[src/rtl/pf_pkg.sv]
package pf_pkg;

    typedef enum logic [1:0] {
        S_IDLE   = 2'd0,
        S_LOOKUP = 2'd1,
        S_WAIT   = 2'd2,
        S_BUS    = 2'd3
    } pf_state_e;

    typedef enum logic {
        DIR_UP   = 1'b0,
        DIR_DOWN = 1'b1
    } pf_dir_e;

    localparam logic [1:0] KIND_RESERVED = 2'd3;

endpackage

[src/rtl/pf_stream_table.sv]
module pf_stream_table
    import pf_pkg::*;
#(
    parameter int N_STREAMS = 8,
    parameter int LINE_W    = 27,
    parameter int CONFIRM   = 3,
    parameter int MAX_STEP  = 2
) (
    input  logic              clk,
    input  logic              rst_n,
    input  logic              acc_fire,
    input  logic [LINE_W-1:0] acc_line,
    output logic              trig_valid,
    output logic [LINE_W-1:0] trig_line,
    output pf_dir_e           trig_dir
);
    localparam int AGE_W = (N_STREAMS > 1) ? $clog2(N_STREAMS) : 1;
    localparam int CNT_W = $clog2(CONFIRM + 1);

    logic [N_STREAMS-1:0] ent_valid;
    logic [N_STREAMS-1:0] ent_known;
    pf_dir_e              ent_dir  [N_STREAMS];
    logic [LINE_W-1:0]    ent_last [N_STREAMS];
    logic [CNT_W-1:0]     ent_cnt  [N_STREAMS];
    logic [AGE_W-1:0]     ent_age  [N_STREAMS];

    logic [N_STREAMS-1:0] step_up, step_dn, ext, same;

    // per-entry distance comparators
    for (genvar g = 0; g < N_STREAMS; g++) begin : g_match
        logic [LINE_W-1:0] d_fwd, d_bwd;
        assign d_fwd      = acc_line - ent_last[g];
        assign d_bwd      = ent_last[g] - acc_line;
        assign step_up[g] = (d_fwd != '0) && (d_fwd <= LINE_W'(MAX_STEP));
        assign step_dn[g] = (d_bwd != '0) && (d_bwd <= LINE_W'(MAX_STEP));
        assign same[g]    = ent_valid[g] && (d_fwd == '0);
        assign ext[g]     = ent_valid[g] &&
                            (ent_known[g] ? ((ent_dir[g] == DIR_DOWN) ? step_dn[g] : step_up[g])
                                          : (step_up[g] | step_dn[g]));
    end

    logic             hit_found;
    logic [AGE_W-1:0] hit_idx, victim, sel;
    logic             sel_ext;
    pf_dir_e          new_dir;

    always_comb begin
        hit_found = 1'b0;
        hit_idx   = '0;
        victim    = '0;
        for (int i = N_STREAMS - 1; i >= 0; i--) begin
            if (ext[i] || same[i]) begin
                hit_found = 1'b1;
                hit_idx   = AGE_W'(i);
            end
        end
        for (int i = 0; i < N_STREAMS; i++) begin
            if (ent_age[i] == AGE_W'(N_STREAMS - 1)) victim = AGE_W'(i);
        end
        sel     = hit_found ? hit_idx : victim;
        sel_ext = hit_found && ext[sel];
        if (ent_known[sel]) new_dir = ent_dir[sel];
        else                new_dir = step_dn[sel] ? DIR_DOWN : DIR_UP;
    end

    assign trig_valid = acc_fire && sel_ext && (ent_cnt[sel] >= CNT_W'(CONFIRM - 1));
    assign trig_line  = acc_line;
    assign trig_dir   = new_dir;

    always_ff @(posedge clk) begin
        if (!rst_n) begin
            ent_valid <= '0;
            ent_known <= '0;
            for (int i = 0; i < N_STREAMS; i++) begin
                ent_dir[i]  <= DIR_UP;
                ent_last[i] <= '0;
                ent_cnt[i]  <= '0;
                ent_age[i]  <= AGE_W'(i);
            end
        end else if (acc_fire) begin
            for (int i = 0; i < N_STREAMS; i++) begin
                if (ent_age[i] < ent_age[sel]) ent_age[i] <= ent_age[i] + 1'b1;
            end
            ent_age[sel] <= '0;
            if (!hit_found) begin
                ent_valid[sel] <= 1'b1;
                ent_known[sel] <= 1'b0;
                ent_dir[sel]   <= DIR_UP;
                ent_last[sel]  <= acc_line;
                ent_cnt[sel]   <= '0;
            end else if (sel_ext) begin
                ent_known[sel] <= 1'b1;
                ent_dir[sel]   <= new_dir;
                ent_last[sel]  <= acc_line;
                if (ent_cnt[sel] < CNT_W'(CONFIRM)) ent_cnt[sel] <= ent_cnt[sel] + 1'b1;
            end
        end
    end

endmodule

[src/rtl/pf_issue_fsm.sv]
module pf_issue_fsm
    import pf_pkg::*;
#(
    parameter int LINE_W     = 27,
    parameter int OFF_W      = 5,
    parameter int PAGE_LINES = 128,
    parameter int AHEAD      = 2
) (
    input  logic                    clk,
    input  logic                    rst_n,
    input  logic                    trig_valid,
    input  logic [LINE_W-1:0]       trig_line,
    input  pf_dir_e                 trig_dir,
    input  logic                    l2_resp_valid,
    input  logic                    l2_resp_hit,
    output logic                    l2_req_valid,
    output logic [LINE_W+OFF_W-1:0] l2_req_addr,
    output logic                    bus_req_valid,
    output logic [LINE_W+OFF_W-1:0] bus_req_addr
);
    localparam int PG_W  = $clog2(PAGE_LINES);
    localparam int REM_W = $clog2(AHEAD + 1);

    pf_state_e         state, next_state;
    logic [LINE_W-1:0] cur_line, step_line;
    logic [REM_W-1:0]  rem, start_n;
    pf_dir_e           dir_q;
    logic [PG_W-1:0]   pg_off, room;
    logic              accept, advance;

    assign pg_off    = trig_line[PG_W-1:0];
    assign room      = (trig_dir == DIR_DOWN) ? pg_off : (PG_W'(PAGE_LINES - 1) - pg_off);
    assign start_n   = (room < PG_W'(AHEAD)) ? REM_W'(room) : REM_W'(AHEAD);
    assign accept    = (state == S_IDLE) && trig_valid && (start_n != '0);
    assign step_line = (dir_q == DIR_DOWN) ? (cur_line - 1'b1) : (cur_line + 1'b1);
    assign advance   = ((state == S_WAIT) && l2_resp_valid && l2_resp_hit) || (state == S_BUS);

    // next-state logic
    always_comb begin
        next_state = state;
        unique case (state)
            S_IDLE:   if (accept) next_state = S_LOOKUP;
            S_LOOKUP: next_state = S_WAIT;
            S_WAIT:   if (l2_resp_valid) begin
                          if (!l2_resp_hit)         next_state = S_BUS;
                          else if (rem > REM_W'(1)) next_state = S_LOOKUP;
                          else                      next_state = S_IDLE;
                      end
            S_BUS:    next_state = (rem > REM_W'(1)) ? S_LOOKUP : S_IDLE;
            default:  next_state = S_IDLE;
        endcase
    end

    // state register
    always_ff @(posedge clk) begin
        if (!rst_n) state <= S_IDLE;
        else        state <= next_state;
    end

    // line cursor
    always_ff @(posedge clk) begin
        if (!rst_n) begin
            cur_line <= '0;
            rem      <= '0;
            dir_q    <= DIR_UP;
        end else if (accept) begin
            cur_line <= (trig_dir == DIR_DOWN) ? (trig_line - 1'b1) : (trig_line + 1'b1);
            rem      <= start_n;
            dir_q    <= trig_dir;
        end else if (advance) begin
            cur_line <= step_line;
            rem      <= rem - 1'b1;
        end
    end

    // outputs
    always_comb begin
        l2_req_valid  = 1'b0;
        l2_req_addr   = '0;
        bus_req_valid = 1'b0;
        bus_req_addr  = '0;
        unique case (state)
            S_LOOKUP: begin
                l2_req_valid = 1'b1;
                l2_req_addr  = {cur_line, {OFF_W{1'b0}}};
            end
            S_BUS: begin
                bus_req_valid = 1'b1;
                bus_req_addr  = {cur_line, {OFF_W{1'b0}}};
            end
            default: ;
        endcase
    end

endmodule

[src/rtl/stream_prefetcher.sv]
module stream_prefetcher
    import pf_pkg::*;
#(
    parameter int ADDR_W     = 32,
    parameter int LINE_BYTES = 32,
    parameter int PAGE_BYTES = 4096,
    parameter int N_STREAMS  = 8,
    parameter int CONFIRM    = 3,
    parameter int MAX_STEP   = 2,
    parameter int AHEAD      = 2
) (
    input  logic              clk,
    input  logic              rst_n,
    input  logic              acc_valid,
    input  logic [ADDR_W-1:0] acc_addr,
    input  logic [1:0]        acc_kind,
    output logic              l2_req_valid,
    output logic [ADDR_W-1:0] l2_req_addr,
    input  logic              l2_resp_valid,
    input  logic              l2_resp_hit,
    output logic              bus_req_valid,
    output logic [ADDR_W-1:0] bus_req_addr
);
    localparam int OFF_W      = $clog2(LINE_BYTES);
    localparam int LINE_W     = ADDR_W - OFF_W;
    localparam int PAGE_LINES = PAGE_BYTES / LINE_BYTES;

    logic              acc_fire;
    logic [LINE_W-1:0] acc_line;
    logic              unused_offset;
    logic              trig_valid;
    logic [LINE_W-1:0] trig_line;
    pf_dir_e           trig_dir;

    assign acc_fire      = acc_valid && (acc_kind != KIND_RESERVED);
    assign acc_line      = acc_addr[ADDR_W-1:OFF_W];
    assign unused_offset = ^acc_addr[OFF_W-1:0];

    pf_stream_table #(
        .N_STREAMS(N_STREAMS), .LINE_W(LINE_W), .CONFIRM(CONFIRM), .MAX_STEP(MAX_STEP)
    ) u_table (
        .clk(clk), .rst_n(rst_n), .acc_fire(acc_fire), .acc_line(acc_line),
        .trig_valid(trig_valid), .trig_line(trig_line), .trig_dir(trig_dir)
    );

    pf_issue_fsm #(
        .LINE_W(LINE_W), .OFF_W(OFF_W), .PAGE_LINES(PAGE_LINES), .AHEAD(AHEAD)
    ) u_issue (
        .clk(clk), .rst_n(rst_n),
        .trig_valid(trig_valid), .trig_line(trig_line), .trig_dir(trig_dir),
        .l2_resp_valid(l2_resp_valid), .l2_resp_hit(l2_resp_hit),
        .l2_req_valid(l2_req_valid), .l2_req_addr(l2_req_addr),
        .bus_req_valid(bus_req_valid), .bus_req_addr(bus_req_addr)
    );

endmodule

[config.mk]
export PLATFORM = sky130hd
export DESIGN_NAME = stream_prefetcher
export DESIGN_NICKNAME = d
export VERILOG_FILES = /design/src/rtl/pf_pkg.sv /design/src/rtl/pf_stream_table.sv /design/src/rtl/pf_issue_fsm.sv /design/src/rtl/stream_prefetcher.sv
export SDC_FILE = /design/constraint.sdc
export NUM_CORES = 2
export LEC_CHECK = 0
export ABC_AREA = 1
export BUFFER_PORTS_ARGS = -buffer_cell sky130_fd_sc_hd__buf_2
export CORE_UTILIZATION = 47
export CTS_BUF_LIST = sky130_fd_sc_hd__clkbuf_8
export DETAILED_ROUTE_END_ITERATION = 6
export SYNTH_ARGS = -nofsm -noshare
export SYNTH_HDL_FRONTEND = slang
export SYNTH_SLANG_ARGS = --single-unit
[constraint.sdc]
create_clock -name clk -period 16.4 [get_ports clk]
set_input_delay 2.46 -clock clk [delete_from_list [all_inputs] [get_ports clk]]
set_output_delay 2.46 -clock clk [all_outputs]
set_load 0.005 [all_outputs]
# ---- Word level (Yosys, flattened, before mapping)
# Memory sizes are Yosys's and may differ from the RTL's.
# Cells that the tools add are included.
dict set report totals {
  reg_bits 48
  ramBits 264
  input_bits 39
  out_inout_bits 66
  elab_cells 332
  memories 4
}
# name depth word_bits read_ports rd_ports_with_merged_regs wr line_no
set mem_list {}
lappend mem_list {u_table.ent_last 8 27 8 0 8 pf_stream_table.sv:23} ;# logic [LINE_W-1:0] ent_last [N_STREAMS];
lappend mem_list {u_table.ent_age 8 3 9 0 9 pf_stream_table.sv:25} ;# logic [AGE_W-1:0] ent_age [N_STREAMS];
lappend mem_list {u_table.ent_cnt 8 2 1 0 8 pf_stream_table.sv:24} ;# logic [CNT_W-1:0] ent_cnt [N_STREAMS];
lappend mem_list {u_table.ent_dir 8 1 9 0 8 pf_stream_table.sv:22} ;# pf_dir_e ent_dir [N_STREAMS];
dict set report op_classes {
  n_addsub 31
  order_cmp 30
  eq_ne 14
  mux 140
  n_bitwise 24
  reduce_logical 83
}
# cell n
set ops {}
lappend ops {{27-bit by 2-bit less-or-equal comparator with 1-bit output (second input constant)} 16}
lappend ops {{27-bit nonzero test} 16}
lappend ops {{27-bit subtractor} 16}
lappend ops {{27-bit zero test} 8}
lappend ops {{27-bit two-way mux} 6}
lappend ops {{1-bit two-way mux} 90}
lappend ops {{3-bit two-way mux} 24}
lappend ops {{32-bit two-way mux} 2}
lappend ops {{27-bit by 1-bit adder with 27-bit output (second input constant)} 2}
lappend ops {{27-bit by 1-bit subtractor with 27-bit output (second input constant)} 2}
lappend ops {{1-bit logical AND} 41}
lappend ops {{27-bit OR reduction} 1}
lappend ops {{3-bit by 1-bit adder with 3-bit output (second input constant)} 8}
lappend ops {{3-bit less-than comparator} 8}
lappend ops {{3-bit == test (second input constant)} 7}
lappend ops {{2-bit two-way mux} 10}
lappend ops {{1-bit bitwise OR} 19}
lappend ops {{8-bit two-way mux} 2}
lappend ops {{8-bit bitwise OR} 2}
lappend ops {{1-bit binary-select mux with 3-bit select} 3}
lappend ops {{1-bit logical OR} 9}
lappend ops {{8-bit AND} 1}
lappend ops {{8-bit NOT} 1}
lappend ops {{2-bit case mux with 4 select lines} 1}
lappend ops {{21 further kinds} 27}

# ---- Longest topological paths before layout
# An unclocked memory read counts as a cell.
dict set report depth {
  depth_word 28
  ltp_mapped 67
  mapped_depth_nobuf 66
}

# ---- Cells and area by module
# From an unflattened synthesis, not the netlist that was laid out.
dict set report hier_totals {
  hier_cells 7877
  hier_area_um2 46405.8
}
# module instances cells_each area_per_inst_um2 seq_area_each_um2
set by_module_without_submodules {}
lappend by_module_without_submodules {pf_stream_table 1 6812 40835.4 7927.6}
lappend by_module_without_submodules {pf_issue_fsm 1 1063 5557.8 640.6}
lappend by_module_without_submodules {stream_prefetcher 1 2 12.5 0.0}

# ---- Worst setup path after synthesis
# Ideal clock, no wire load.
dict set report synth_timing {
  kind {input port to flip-flop}
  from {input port acc_addr[6]}
  to {register u_issue.cur_line[26]}
  setup_ns 0.115
  arrival_ns 9.893
  required_ns 16.285
  path_slack_ns 6.392
  cell_stages 58
  n_path_buf 1
  cell_sequence {clkinv_1 -> fa_1 -> inv_1 -> nand3_1 -> nand3_1 -> nand2_1 -> nand2_1 -> nand2_1 -> nand2_1 -> a21oi_1 -> or2_1 -> inv_1 -> nor2_1 -> nand4_1 -> nand2_1 -> a21oi_1 -> nand2_1 -> nor2_4 -> (+22 left out) -> nand2_1 -> nand2_1 -> nand2_1 -> a21boi_0 -> o221ai_1 -> nand3_1 -> nand3_1 -> nand2_1 -> o21ai_0 -> a21oi_1 -> nor2_1 -> nor2_1 -> xor2_1 -> xnor2_1 -> nand2_1 -> nand3_1 -> inv_1 -> nor2_1}
}
dict set report synth_via {
  elab_chain_cells 26
  word_cells_on_any_way 163
  classes_between {add/sub (19); order compare (18); mux (45); bitwise (8); reduce/logical (71); memory (2)}
}
# element line_no
set synth_rtl {}
lappend synth_rtl {{start, declared} stream_prefetcher.sv:15} ;# input logic [ADDR_W-1:0] acc_addr,
lappend synth_rtl {{27-bit subtractor (on tied branches)} {pf_stream_table.sv:32, pf_stream_table.sv:33}}
lappend synth_rtl {{27-bit by 2-bit less-or-equal comparator with 1-bit output, or another cell as far along} pf_stream_table.sv:34} ;# assign step_up[g] = (d_fwd != '0) && (d_fwd <= LINE_W'(MAX_STEP));
lappend synth_rtl {{1-bit logical AND (on tied branches)} {pf_stream_table.sv:34, pf_stream_table.sv:35}}
lappend synth_rtl {{1-bit bitwise OR / 1-bit two-way mux (equally long branches)} {pf_stream_table.sv:39, pf_stream_table.sv:38}}
lappend synth_rtl {{1-bit two-way mux} pf_stream_table.sv:38} ;# (ent_known[g] ? ((ent_dir[g] == DIR_DOWN) ? step_dn[g] : step_up[g])
lappend synth_rtl {{1-bit logical AND} pf_stream_table.sv:37} ;# assign ext[g] = ent_valid[g] &&
lappend synth_rtl {{1-bit logical OR} pf_stream_table.sv:52} ;# if (ext[i] || same[i]) begin
lappend synth_rtl {{3-bit two-way mux / 1-bit two-way mux (equally long branches) (8 in series)} pf_stream_table.sv:52}
lappend synth_rtl {{(+4 left out)} n/a}
lappend synth_rtl {{1-bit two-way mux *} pf_stream_table.sv:62} ;# if (ent_known[sel]) new_dir = ent_dir[sel];
lappend synth_rtl {{named net trig_dir} stream_prefetcher.sv:33} ;# pf_dir_e trig_dir;
lappend synth_rtl {{7-bit two-way mux} pf_issue_fsm.sv:32} ;# assign room = (trig_dir == DIR_DOWN) ? pg_off : (PG_W'(PAGE_LINES - 1) - pg_off);
lappend synth_rtl {{7-bit by 2-bit less-than comparator with 1-bit output} pf_issue_fsm.sv:33} ;# assign start_n = (room < PG_W'(AHEAD)) ? REM_W'(room) : REM_W'(AHEAD);
lappend synth_rtl {{2-bit two-way mux} pf_issue_fsm.sv:33}
lappend synth_rtl {{2-bit nonzero test} pf_issue_fsm.sv:34} ;# assign accept = (state == S_IDLE) && trig_valid && (start_n != '0);
lappend synth_rtl {{1-bit logical AND} pf_issue_fsm.sv:34}
lappend synth_rtl {{27-bit two-way mux / 2-bit nonzero test (equally long branches)} n/a}
lappend synth_rtl {{end signal, assigned} pf_issue_fsm.sv:67} ;# cur_line <= (trig_dir == DIR_DOWN) ? (trig_line - 1'b1) : (trig_line + 1'b1);
lappend synth_rtl {{end signal, assigned} pf_issue_fsm.sv:71} ;# cur_line <= step_line;
lappend synth_rtl {{end, declared} pf_issue_fsm.sv:25} ;# logic [LINE_W-1:0] cur_line, step_line;
# The timed path passes the listed nets; every way through them passes the cells marked *. The select of a mux whose other input is x is not followed.
# A chain may end at the register's enable or synchronous reset.

# ---- Worst setup path in the final report
dict set report layout_timing {
  from {input port acc_addr[22]}
  to {register u_issue.cur_line[26]}
}
# The elaborated chain is that of the path after synthesis.

==> flow_summary.yaml <==
clocking:
  cts_setup_buffers: 0
  clockRootBuffer: "clkbuf_8"
  clockBufferDepth: 3
  hold_buffers: 0
  numCtsBuffers: 69
  post_cts_resized: 0
  cts_tree: "done"
  htreeDepth: 3
  clock_latency_ps: 740
  path_clk_slew_ps: 70
  clkSinkCount: 312
job:
  cap_violations: 0
synth:
  synthesis.instances: 7322
  synth_area_sq_um: 43650
  yosys-top-cells-area: "nand2_1 (20%), edfxtp_1 (16%), ha_1 (14%), inv_1 (10%), nor2_1 (7.6%)"
  ys.flop_type: "edfxtp_1"
  yosysWarnings: 0
  synthAdderAreaFrac: 0.1513
  synth-simple-area-share: 0.3867
  ys_types: 63
  synth_top_area_cell: "nand2_1"
  synth_top_family_by_area: "simple AND/OR/NAND/NOR gates"
  postSynth.asyncResetShare: 0
  ys_ff_latch: 312
  yosysSeqAreaShare: 0.1963
  synth_mux_area_frac: 0
  synth_compound_area_frac: 0.1147
  syn_avg_cell_area_sq_um: 5.962
  synth_edf_count: 232
  synth_top_area_frac: 0.2007
  synthXorXnorAreaFrac: 0.03170
hold_path:
  hold_depth: 2
  worstHoldPathType: "flop to flop"
  hold_start: "u_table.ent_valid[1]$_SDFFE_PN0P_"
  holdPathEnd: "u_table.ent_valid[1]$_SDFFE_PN0P_"
pwr:
  vdd_ir_drop_max_mv: 0.1428
  power.total_mw: 6.399
  leakagePower_nw: 25.19
  powerDensity_nw_per_um2: 136.7
layout:
  final_cell_mix: "nand2_1 (2334), inv_1 (1180), nor2_1 (884)"
  final_common_cell: "nand2_1"
  multiInputGateArea_sq_um: 29910
  fillerInstances: 9904
  ff_latch_area_sq_um: 8568
  area_delta_synth_final_pct: 7.232
  layout.nets: 7979
  layout-drive-gt1-share: 0.04535
critical_path:
  cpMaxStageDelayCell: "clkinv_1"
  critPathKind: "input port to flop"
  r2r-start: "u_table.ent_last[3][0]$_SDFFCE_PN0P_"
  crit_required_ps: 17010
  crit_fanout: 30
  reg2reg_depth: 61
  critical_path.endpoint_type: "flop"
  crit_path_start_kind: "input port"
  cp.arrival_ps: 12620
  reg2reg_slack_ps: 7330
  slowest_delay_ps: 800
  crit_top_cell: "nand2_1"
  r2r_end: "u_issue.cur_line[26]$_SDFFE_PN0P_"
run_status:
  violations: "DRC"
  status: "finished, violations left"
grt:
  antenna_found_initial: 6
  grt_pass1_vias: 43173
  grt_max_degree: 54
  groute.usage.overall: 0.3563
  grt_pass1_wl_mm: 255.3
  grt_overflow: 0
placement:
  port_buffers: 89
  gp_congestion: 0.9828
  hpwl_mm: 133.3
floorplanning:
  ios: 105
  die_w_microns: 306.8
  rows: 111
  core_area_sq_um: 91800
  dieArea_sq_um: 94100
  fp.dieH_microns: 306.8
  start_util: 0.4755
sta:
  max_slew_margin: 0.1838
  fin_skew_ps: 56.72
  period_minus_slack_ps: 12010
  finalSetupTns_ps: 0
  finalHoldViolations: 0
  maxSlewViolCount: 0
  rsz0062_at_grt: "no"
  finalSetupViolations: 0
  fmax_ghz: 0.08326
  fin_crit_sh: 0.7324
  worst_slew_pin_slew_ps: 1221
route:
  dr.pass1.iters: 7
  vias: 47385
  wirelength_mm: 171.2
  drtAntennaViolNets: 0
  avgRoutedWirePerCell_microns: 19.63
  remaining_drc_errors: 1
  viasPerCell: 5.434
  drtIter0Drc: 4455
-- power breakdown --
group / internal, mW / switching (mW)
clock: 0.498 / 0.429
combinational: 1.44 / 2.91
sequential: 1.02 / 0.109
total: 2.96 / 3.44
-- per-stage QoR --
stage               utilization  cells  instance area (sq um)  hold WS, ps  setup WS, ps
floorplan                     -   7331                  43690        447.7          6392
global placement         0.4948   8595                  45420        480.9          3918
detailed placement       0.4948   8595                  45420        489.2          3846
CTS                      0.5098   8718                  46800        498.3          4576
global route             0.5099   8720                  46810        523.8          3543
finish                   0.5099   8720                  46810        493.9          4389
-- per-layer routing --
layer | share of wire | global-route usage | wire length, microns | vias up
met4 | 0.043 | 0.1443 | 7299 | 2
met5 | 0.000070 | 0 | 12 | -
met3 | 0.076 | 0.05245 | 12950 | 295
met1 | 0.45 | 0.4821 | 76330 | 21830
li1 | - | - | - | 23581
met2 | 0.44 | 0.5667 | 74560 | 1677
-- sequential cells by signal, indices dropped and copies added (netlist names), named ones only --
signal and cells:
u_issue.cur_line 27, u_table.ent_valid 8, u_issue.rem 2, u_table.ent_dir 8, u_issue.dir_q 1, u_table.ent_age 24, u_table.ent_last 216, u_table.ent_cnt 16
u_issue.state 2
-- area by class of cell --
class	count	share of cell area
Antenna cell	2	0.0001069
Clock buffer	74	0.02176
Clock inverter	49	0.007752
Inverter	1204	0.09655
Multi-Input combinational cell	5691	0.6391
Sequential cell	312	0.1830
Tap cell	1243	0.03322
Timing Repair Buffer	145	0.01850
-- Yosys cell counts, types with 6 or more instances --
master    count
and2_1        8
nand3_1     538
clkinv_1     34
nand2_2      16
dfxtp_1      80
xor2_1      128
nand4_1     165
o211ai_1      7
or2_1         9
fa_1         18
xnor2_1      30
a21o_1       18
a211oi_1     13
ha_1        499
a21boi_0      6
o21bai_1     34
buf_4        21
clkbuf_1     24
o21a_1        9
o21ai_1      25
nor3_1       33
o22ai_1      35
nor2_2       28
buf_6         6
a21oi_1     528
inv_1      1158
edfxtp_1    232
nor2_4        7
o21ai_0     219
nand2_1    2334
nor2_1      884
inv_2        12
or2_2         9
nand3b_1     18
buf_2        70
-- cell families (layout without fill, tap and decap cells) --
| group | count (synthesis) | count (layout) |
|---|---|---|
| other | 1 | 12 |
| adders and majority gates | 517 | 517 |
| AOI/OAI and AO/OA | 925 | 925 |
| buffers and inverters | 1328 | 1472 |
| and+or+nand+nor | 4081 | 4081 |
| DFF | 312 | 312 |
| xor gates and xnor gates | 158 | 158 |
-- critical path, delay by kind of cell --
family	cells	cell delay, ps
and+or+nand+nor	38	4790
xor gates and xnor gates	2	310
buffers and inverters	9	2700
adders and majority gates	2	900
AOI/OAI and AO/OA	7	1380
-- worst max-delay path by stage --
stage,end,slack (ps),startpoint,cells past startpoint
floorplan,u_issue.cur_line[26]$_SDFFE_PN0P_,6390,acc_addr[6],58
global placement,u_issue.cur_line[26]$_SDFFE_PN0P_,3920,acc_addr[22],58
detailed placement,u_issue.cur_line[26]$_SDFFE_PN0P_,3850,acc_addr[22],58
CTS,u_issue.cur_line[26]$_SDFFE_PN0P_,4580,acc_addr[22],58
global route,u_issue.cur_line[26]$_SDFFE_PN0P_,3540,acc_addr[22],58
finish,u_issue.cur_line[26]$_SDFFE_PN0P_,4390,acc_addr[22],58
No activity file was read; power rests on OpenSTA's default activity.
